**config.mk**
```make
export PLATFORM = sky130hd
export DESIGN_NAME = i2cseq_top
export DESIGN_NICKNAME = d
export VERILOG_FILES = /design/src/rtl/i2cseq_pkg.sv /design/src/rtl/i2cseq_regs.sv /design/src/rtl/i2cseq_ctrl.sv /design/src/rtl/i2cseq_top.sv
export SDC_FILE = /design/constraint.sdc
export NUM_CORES = 1
export LEC_CHECK = 0
export ABC_AREA = 1
export ABC_CLOCK_PERIOD_IN_PS = 6000
export CAP_MARGIN = 20
export CELL_PAD_IN_SITES_DETAIL_PLACEMENT = 1
export CELL_PAD_IN_SITES_GLOBAL_PLACEMENT = 1
export CORE_ASPECT_RATIO = 1.4
export CORE_MARGIN = 8
export CORE_UTILIZATION = 45
export CTS_BUF_LIST = sky130_fd_sc_hd__clkbuf_8
export DETAILED_ROUTE_END_ITERATION = 7
export PLACE_DENSITY = 0.78
export SLEW_MARGIN = 20
export SYNTH_ARGS = -nofsm -noshare
export SYNTH_HDL_FRONTEND = slang
export SYNTH_SLANG_ARGS = --single-unit
```
**constraint.sdc**
```tcl
create_clock -name clk -period 6 [get_ports clk]
set_input_delay 0.6 -clock clk [delete_from_list [all_inputs] [get_ports clk]]
set_output_delay 0.6 -clock clk [all_outputs]
set_load 0.1 [all_outputs]
```
**src/rtl/i2cseq_pkg.sv**
```systemverilog
package i2cseq_pkg;

  // Command byte bit positions (decoded by the sequencer and the bit engine)
  localparam int CB_START = 7;
  localparam int CB_STOP  = 6;
  localparam int CB_READ  = 5;
  localparam int CB_WRITE = 4;
  localparam int CB_NACK  = 3;

  // Register offsets
  localparam int OFF_STATUS = 'h0C;
  localparam int OFF_CTRL   = 'h10;
  localparam int OFF_LAUNCH = 'h1C;
  localparam int OFF_CMD    = 'h30;
  localparam int OFF_DATA   = 'h80;

  typedef enum logic [1:0] {
    ST_IDLE  = 2'd0,
    ST_FETCH = 2'd1,
    ST_WAIT  = 2'd2
  } seqState_t;

  // Strobes from control to datapath
  typedef struct packed {
    logic clearRun;
    logic setDone;
    logic setErr;
    logic setNack;
    logic setStop;
    logic storeRx;
  } seqStrobe_t;

endpackage

```
**src/rtl/i2cseq_regs.sv**
```systemverilog
module i2cseq_regs
  import i2cseq_pkg::*;
#(
  parameter int CMD_DEPTH  = 16,
  parameter int DATA_DEPTH = 16,
  parameter int ADDR_W     = 8,
  localparam int IDX_W      = $clog2(CMD_DEPTH),
  localparam int PTR_W      = IDX_W + 1,
  localparam int CNT_W      = $clog2(DATA_DEPTH) + 1,
  localparam int DATA_WORDS = (DATA_DEPTH + 3) / 4
) (
  input  logic              clk,
  input  logic              rstN,
  input  logic              regWr,
  input  logic [ADDR_W-1:0] regAddr,
  input  logic [31:0]       regWData,
  output logic [31:0]       regRData,
  input  seqStrobe_t        strobe,
  input  logic [PTR_W-1:0]  ptr,
  input  logic              busy,
  input  logic              tip,
  input  logic [7:0]        rxByte,
  output logic              launch,
  output logic              haltReq,
  output logic              softReset,
  output logic              runEnable,
  output logic [7:0]        curCmd,
  output logic [7:0]        nextByte,
  output logic              doneFlag,
  output logic              errFlag,
  output logic              irq
);

  logic [7:0] cmdBuf  [CMD_DEPTH];
  logic [7:0] dataBuf [DATA_DEPTH];
  logic [31:0] dataWord [DATA_WORDS];
  logic [CMD_DEPTH-1:0] cmdHit;
  logic [CNT_W-1:0] rdCount;
  logic nackFlag, stopFlag;
  logic rstPend, coreEn, masterEn, doneIrqEn, errIrqEn;
  logic wrStatus, wrCtrl, wrLaunch;
  logic [PTR_W-1:0] ptrInc;

  assign wrStatus = regWr && (regAddr == ADDR_W'(OFF_STATUS));
  assign wrCtrl   = regWr && (regAddr == ADDR_W'(OFF_CTRL));
  assign wrLaunch = regWr && (regAddr == ADDR_W'(OFF_LAUNCH));

  assign launch    = wrLaunch &&  regWData[0];
  assign haltReq   = wrLaunch && !regWData[0];
  assign softReset = rstPend;
  assign runEnable = coreEn && masterEn;

  // Per-slot write decode
  for (genvar g = 0; g < CMD_DEPTH; g++) begin : g_cmdHit
    assign cmdHit[g] = regWr && (regAddr == ADDR_W'(OFF_CMD + 4 * g));
  end

  always_ff @(posedge clk or negedge rstN) begin
    if (!rstN) begin
      for (int i = 0; i < CMD_DEPTH; i++) cmdBuf[i] <= '0;
    end else begin
      for (int i = 0; i < CMD_DEPTH; i++)
        if (cmdHit[i]) cmdBuf[i] <= regWData[7:0];
    end
  end

  // Command fetch ports
  assign ptrInc = ptr + 1'b1;
  always_comb begin
    curCmd   = '0;
    nextByte = '0;
    if (ptr < PTR_W'(CMD_DEPTH))    curCmd   = cmdBuf[ptr[IDX_W-1:0]];
    if (ptrInc < PTR_W'(CMD_DEPTH)) nextByte = cmdBuf[ptrInc[IDX_W-1:0]];
  end

  // Received-byte buffer
  always_ff @(posedge clk or negedge rstN) begin
    if (!rstN) begin
      rdCount <= '0;
      for (int i = 0; i < DATA_DEPTH; i++) dataBuf[i] <= '0;
    end else if (softReset || strobe.clearRun) begin
      rdCount <= '0;
    end else if (strobe.storeRx && (rdCount < CNT_W'(DATA_DEPTH))) begin
      for (int i = 0; i < DATA_DEPTH; i++)
        if (rdCount == CNT_W'(i)) dataBuf[i] <= rxByte;
      rdCount <= rdCount + 1'b1;
    end
  end

  // Byte i lands in lane i mod 4 of word i/4
  for (genvar w = 0; w < DATA_WORDS; w++) begin : g_dataWord
    for (genvar l = 0; l < 4; l++) begin : g_lane
      if (4 * w + l < DATA_DEPTH) begin : g_used
        assign dataWord[w][8*l +: 8] = dataBuf[4*w+l];
      end else begin : g_pad
        assign dataWord[w][8*l +: 8] = 8'h00;
      end
    end
  end

  // Control register with self-clearing soft reset
  always_ff @(posedge clk or negedge rstN) begin
    if (!rstN) begin
      rstPend   <= 1'b0;
      coreEn    <= 1'b0;
      masterEn  <= 1'b0;
      doneIrqEn <= 1'b0;
      errIrqEn  <= 1'b0;
    end else begin
      if (rstPend)     rstPend <= 1'b0;
      else if (wrCtrl) rstPend <= regWData[0];
      if (wrCtrl) begin
        coreEn    <= regWData[1];
        masterEn  <= regWData[2];
        doneIrqEn <= regWData[11];
        errIrqEn  <= regWData[12];
      end
    end
  end

  // Status flags
  always_ff @(posedge clk or negedge rstN) begin
    if (!rstN) begin
      doneFlag <= 1'b0;
      errFlag  <= 1'b0;
      nackFlag <= 1'b0;
      stopFlag <= 1'b0;
    end else if (softReset || strobe.clearRun) begin
      doneFlag <= 1'b0;
      errFlag  <= 1'b0;
      nackFlag <= 1'b0;
      stopFlag <= 1'b0;
    end else begin
      if (strobe.setDone)                doneFlag <= 1'b1;
      else if (wrStatus && regWData[8])  doneFlag <= 1'b0;
      if (strobe.setErr)                 errFlag  <= 1'b1;
      else if (wrStatus && regWData[9])  errFlag  <= 1'b0;
      if (strobe.setNack)                nackFlag <= 1'b1;
      if (strobe.setStop)                stopFlag <= 1'b1;
    end
  end

  assign irq = (doneFlag && doneIrqEn) || (errFlag && errIrqEn);

  // Read mux
  always_comb begin
    regRData = '0;
    if (regAddr == ADDR_W'(OFF_STATUS)) begin
      regRData[0]              = busy;
      regRData[1]              = tip;
      regRData[2]              = nackFlag;
      regRData[4]              = irq;
      regRData[6]              = stopFlag;
      regRData[8]              = doneFlag;
      regRData[9]              = errFlag;
      regRData[16 +: PTR_W]    = ptr;
    end
    if (regAddr == ADDR_W'(OFF_CTRL)) begin
      regRData[0]  = rstPend;
      regRData[1]  = coreEn;
      regRData[2]  = masterEn;
      regRData[11] = doneIrqEn;
      regRData[12] = errIrqEn;
    end
    for (int i = 0; i < CMD_DEPTH; i++)
      if (regAddr == ADDR_W'(OFF_CMD + 4 * i)) regRData = {24'h0, cmdBuf[i]};
    for (int w = 0; w < DATA_WORDS; w++)
      if (regAddr == ADDR_W'(OFF_DATA + 4 * w)) regRData = dataWord[w];
  end

  logic unusedWData;
  assign unusedWData = ^{regWData[31:13], regWData[10], regWData[7:3]};

endmodule

```
**src/rtl/i2cseq_ctrl.sv**
```systemverilog
module i2cseq_ctrl
  import i2cseq_pkg::*;
#(
  parameter int CMD_DEPTH = 16,
  localparam int IDX_W    = $clog2(CMD_DEPTH),
  localparam int PTR_W    = IDX_W + 1
) (
  input  logic             clk,
  input  logic             rstN,
  input  logic             launch,
  input  logic             haltReq,
  input  logic             softReset,
  input  logic             runEnable,
  input  logic [7:0]       curCmd,
  input  logic [7:0]       nextByte,
  input  logic             engDone,
  input  logic             engAck,
  output seqStrobe_t       strobe,
  output logic [PTR_W-1:0] ptr,
  output logic             busy,
  output logic             engReq,
  output logic             engStart,
  output logic             engStop,
  output logic             engRead,
  output logic             engWrite,
  output logic             engNack,
  output logic [7:0]       engTxByte,
  output logic             engAbort
);

  seqState_t state, stateNext;
  logic [PTR_W-1:0] ptrNext;
  logic [7:0] latCmd, latTx;
  logic active, listEnd, accept, nakErr, doLatch;

  assign active  = !softReset && !haltReq;
  assign listEnd = (ptr >= PTR_W'(CMD_DEPTH)) || (curCmd[7:4] == 4'h0);
  assign accept  = (state == ST_WAIT) && engDone && active;
  assign nakErr  = accept && latCmd[CB_WRITE] && !engAck;

  always_comb begin
    stateNext = state;
    ptrNext   = ptr;
    doLatch   = 1'b0;
    strobe    = '0;
    if (softReset) begin
      stateNext = ST_IDLE;
      ptrNext   = '0;
    end else if (haltReq) begin
      stateNext = ST_IDLE;
    end else begin
      case (state)
        ST_IDLE: begin
          if (launch && runEnable) begin
            stateNext       = ST_FETCH;
            ptrNext         = '0;
            strobe.clearRun = 1'b1;
          end
        end
        ST_FETCH: begin
          if (listEnd) begin
            stateNext      = ST_IDLE;
            strobe.setDone = 1'b1;
          end else begin
            stateNext = ST_WAIT;
            doLatch   = 1'b1;
          end
        end
        ST_WAIT: begin
          if (nakErr) begin
            stateNext      = ST_IDLE;
            strobe.setErr  = 1'b1;
            strobe.setNack = 1'b1;
          end else if (accept) begin
            stateNext      = ST_FETCH;
            strobe.storeRx = latCmd[CB_READ];
            strobe.setStop = latCmd[CB_STOP];
            ptrNext        = ptr + (latCmd[CB_WRITE] ? PTR_W'(2) : PTR_W'(1));
          end
        end
        default: stateNext = ST_IDLE;
      endcase
    end
  end

  always_ff @(posedge clk or negedge rstN) begin
    if (!rstN) begin
      state  <= ST_IDLE;
      ptr    <= '0;
      latCmd <= '0;
      latTx  <= '0;
    end else begin
      state <= stateNext;
      ptr   <= ptrNext;
      if (doLatch) begin
        latCmd <= curCmd;
        latTx  <= nextByte;
      end
    end
  end

  assign busy      = (state != ST_IDLE);
  assign engReq    = (state == ST_WAIT);
  assign engStart  = latCmd[CB_START];
  assign engStop   = latCmd[CB_STOP];
  assign engRead   = latCmd[CB_READ];
  assign engWrite  = latCmd[CB_WRITE];
  assign engNack   = latCmd[CB_NACK];
  assign engTxByte = latTx;
  assign engAbort  = softReset || haltReq;

endmodule

```
**src/rtl/i2cseq_top.sv**
```systemverilog
module i2cseq_top
  import i2cseq_pkg::*;
#(
  parameter int CMD_DEPTH  = 16,
  parameter int DATA_DEPTH = 16,
  parameter int ADDR_W     = 8,
  localparam int PTR_W     = $clog2(CMD_DEPTH) + 1
) (
  input  logic              clk,
  input  logic              rstN,
  input  logic              regWr,
  input  logic [ADDR_W-1:0] regAddr,
  input  logic [31:0]       regWData,
  output logic [31:0]       regRData,
  output logic              engReq,
  output logic              engStart,
  output logic              engStop,
  output logic              engRead,
  output logic              engWrite,
  output logic              engNack,
  output logic [7:0]        engTxByte,
  input  logic              engDone,
  input  logic              engAck,
  input  logic [7:0]        engRxByte,
  output logic              engAbort,
  output logic              irq
);

  seqStrobe_t strobe;
  logic [PTR_W-1:0] ptr;
  logic busy, launch, haltReq, softReset, runEnable;
  logic doneFlag, errFlag;
  logic [7:0] curCmd, nextByte;

  i2cseq_regs #(
    .CMD_DEPTH(CMD_DEPTH), .DATA_DEPTH(DATA_DEPTH), .ADDR_W(ADDR_W)
  ) u_regs (
    .clk(clk), .rstN(rstN), .regWr(regWr), .regAddr(regAddr),
    .regWData(regWData), .regRData(regRData), .strobe(strobe), .ptr(ptr),
    .busy(busy), .tip(engReq), .rxByte(engRxByte), .launch(launch),
    .haltReq(haltReq), .softReset(softReset), .runEnable(runEnable),
    .curCmd(curCmd), .nextByte(nextByte), .doneFlag(doneFlag),
    .errFlag(errFlag), .irq(irq)
  );

  i2cseq_ctrl #(.CMD_DEPTH(CMD_DEPTH)) u_ctrl (
    .clk(clk), .rstN(rstN), .launch(launch), .haltReq(haltReq),
    .softReset(softReset), .runEnable(runEnable), .curCmd(curCmd),
    .nextByte(nextByte), .engDone(engDone), .engAck(engAck),
    .strobe(strobe), .ptr(ptr), .busy(busy), .engReq(engReq),
    .engStart(engStart), .engStop(engStop), .engRead(engRead),
    .engWrite(engWrite), .engNack(engNack), .engTxByte(engTxByte),
    .engAbort(engAbort)
  );

endmodule

```
==> flow_metrics.py <==
metrics = {
    "layout": {
        "final_cell_count_no_fill": 2503,
        "area_growth_pct": 13.0,
        "post-route-util": 0.515,
        "final_cell_mix": "nand2_1 (566), o21ai_0 (308), dfrtp_1 (289)",
        "final_area_sq_um": 17100,
        "fin_nets": 2083,
        "layout_commonest_cell": "nand2_1",
        "drive_above_1_share": 0.0836,
        "fillerInstances": 4168,
        "diodes": 0,
    },
    "place": {
        "hpwlAfterDp_um": 37600,
        "dp_cells": 2415,
        "portBuffers": 80,
        "gp_congestion": 0.895,
        "placed_area_sq_um": 16100,
    },
    "detailed_routing": {
        "drt_iter0_drc": 1005,
        "first_pass_iters": 5,
        "drcViolationCount": 0,
        "vias": 14294,
        "wirelength_um": 53700,
        "wl_per_cell_um": 21.4,
        "avgViaCountPerCell": 5.71,
        "ant_nets": 0,
    },
    "floorplanning": {
        "ioPinCount": 101,
        "dieArea_sq_um": 39900,
        "die_h_um": 233,
        "fp.dieW_um": 171,
        "rows": 79,
        "core-area_sq_um": 33200,
        "start_util": 0.456,
    },
    "sta": {
        "report.final.slew_viol_count": 0,
        "post-route-min-period_ns": 4.31,
        "fin_crit_sh": 0.718,
        "tns_ns": 0,
        "tightestPinTransition_ns": 1.10,
        "rsz0062_at_grt": "no",
        "hold_violations": 0,
        "slew_headroom": 0.263,
        "skew_ns": 0.0200,
        "finalSetupViolCount": 0,
        "max_freq_mhz": 232,
    },
    "power_and_ir_drop": {
        "irDropWorstVdd_v": 0.000304,
        "p_leak_nw": 7.56,
        "fin_total_pwr_w": 0.00596,
        "power_density_nw_per_um2": 348,
    },
    "clocking": {
        "ctsResizeCount": 0,
        "cts-root-buf": "clkbuf_8",
        "path_clk_slew_ns": 0.07,
        "htreeDepth": 2,
        "cts_tree": "built",
        "clock_path_buffers": 3,
        "worstSkewPairLatency_ns": 0.60,
        "cts_buffers": 48,
        "holdBufCountCts": 0,
        "postCtsSetupRepairBufs": 0,
        "cts.sinks": 290,
    },
    "global_route": {
        "grt_remaining_overflow": 0,
        "grt_max_degree": 113,
        "antenna_found_initial": 0,
        "grt_pass1_wl_um": 84700,
        "grt_pass1_vias": 14891,
        "grt_use_total": 0.274,
    },
    "logic_synthesis": {
        "synth_seq_area_share": 0.479,
        "synth.distinct_cells": 47,
        "synth_area_sq_um": 15100,
        "avgSynthCellArea_sq_um": 7.66,
        "synthCells": 1976,
        "synth_nets": 2039,
        "ys_ff_latch": 290,
        "synth_edf_count": 0,
        "async_flop_share": 1.00,
        "yosys_most_used_dff": "dfrtp_1",
        "synth_warnings": 0,
    },
    "setup_path": {
        "cp_data_arrival_time_ns": 3.71,
        "critPathCaptureType": "output port",
        "path_delay_family": "simple AND/OR/NAND/NOR gates",
        "slowest_delay_ns": 0.53,
        "r2r-start": "u_ctrl.ptr[1]",
        "crit_fanout": 9,
        "path_buf_inv": 5,
        "crit_slowest_cell": "nor2_1",
        "required_ns": 5.40,
        "crit_chain": "clkdlybuf4s50_1 -> inv_1 -> nand2_1 -> nor2_1 -> clkinv_1 -> buf_4 -> nor2_1 -> nand2_1 -> nand4_1 -> nor2_1 -> nand4_1 -> nand2_1 -> nand4_1 -> nor2_1 -> nand3_1 -> buf_4",
        "path_class": "primary input to output port",
        "critPathMostFrequentCell": "nor2_1",
        "start_kind": "primary input",
        "crit_start": "regAddr[2]",
    },
    "run": {
        "maxCapViolations": 0,
    },
    "hold_path": {
        "min_path_type": "primary input to asynchronous set/reset pin",
    },
    "run_status": {
        "status": "finished clean",
    },
}
==> stage by stage <==
step / setup WS [ns] / hold WS, ns
2_1_floorplan: 1.44 / 0.304
3_3_place_gp: 1.77 / 0.464
3_5_place_dp: 1.68 / 0.472
4_1_cts: 1.66 / 0.0601
5_1_grt: 1.46 / 0.0801
6_report: 1.69 / 0.0319
==> metal layers <==
metal  part of all wire  global-route usage
met3              0.043              0.0382
met1               0.40               0.321
met4              0.053               0.145
met2               0.51               0.477
met5                  0                   0
==> synthesized netlist by cell type, types with 4 or more instances <==
| cell type | count | area, sq um |
|---|---|---|
| a21oi_1 | 102 | 510 |
| buf_2 | 13 | 65.1 |
| inv_1 | 156 | 586 |
| inv_2 | 4 | 15.0 |
| dfrtp_1 | 290 | 7260 |
| buf_6 | 8 | 90.1 |
| nor3_1 | 24 | 120 |
| nand3_1 | 47 | 235 |
| nand3_2 | 8 | 80.1 |
| nand4_1 | 45 | 282 |
| o211ai_1 | 19 | 143 |
| ha_1 | 9 | 113 |
| o21ai_0 | 308 | 1540 |
| o22ai_1 | 8 | 50.1 |
| o21ai_1 | 110 | 551 |
| clkbuf_1 | 77 | 289 |
| nand2_1 | 566 | 2120 |
| a31oi_1 | 12 | 75.1 |
| nor2_1 | 103 | 387 |
| clkinv_1 | 5 | 18.8 |
| a221oi_1 | 10 | 87.6 |
| a211oi_1 | 4 | 30.0 |
| nand3_4 | 8 | 140 |
| buf_1 | 4 | 15.0 |
| or2_2 | 6 | 37.5 |
==> flip-flops by register name, indices dropped and copies added (netlist names), 2 cells and up <==
| signal | count |
|---|---|
| u_ctrl.engTxByte | 8 |
| u_regs.dataBuf | 128 |
| u_ctrl.state | 2 |
| u_regs.rdCount | 5 |
| u_regs.cmdBuf | 128 |
| u_ctrl.latCmd | 5 |
| u_ctrl.ptr | 5 |
==> kinds of logic (layout without fill, tap and decap cells) <==
family | after synthesis | count (layout) | synth area share
buffers and inverters | 271 | 353 | 0.0738
DFF | 290 | 290 | 0.479
muxes | 1 | 1 | 0.000744
and+or+nand+nor | 819 | 819 | 0.233
AOI/OAI and AO/OA | 582 | 582 | 0.203
adders and majority gates | 10 | 10 | 0.00876
xor gates and xnor gates | 3 | 3 | 0.00174
==> power breakdown <==
part / internal [W] / switching, W
Combinational: 0.000500 / 0.00142
Clock: 0.000970 / 0.000842
Sequential: 0.00210 / 0.000139
Total: 0.00357 / 0.00240
==> layout make-up <==
cell class	instances	area [sq um]	share of cell area
clock buffers	62	853	0.0499
clock inverters	26	140	0.00819
inverters	166	628	0.0367
multi-input cells	1415	6790	0.397
flip-flops and latches	290	7260	0.424
well taps	445	557	0.0325
repair buffers	99	885	0.0517
==> path summary, 6_finish.rpt <==
| kind | slack, ns | cells after the start | to |
|---|---|---|---|
| setup / recovery | 1.69 | 16 | regRData[2] |
| setup reg to reg | 2.13 | 7 | u_ctrl.engTxByte[4] |
| min in group clk | 0.48 | 2 | u_ctrl.engTxByte[6] |
| hold / removal | 0.03 | 1 | u_regs.cmdBuf[34] |
| hold reg to reg | 0.48 | 2 | u_ctrl.engTxByte[6] |
| max in group asynchronous | 4.77 | 2 | u_regs.dataBuf[6] |
(Power assumes the default switching activity.)
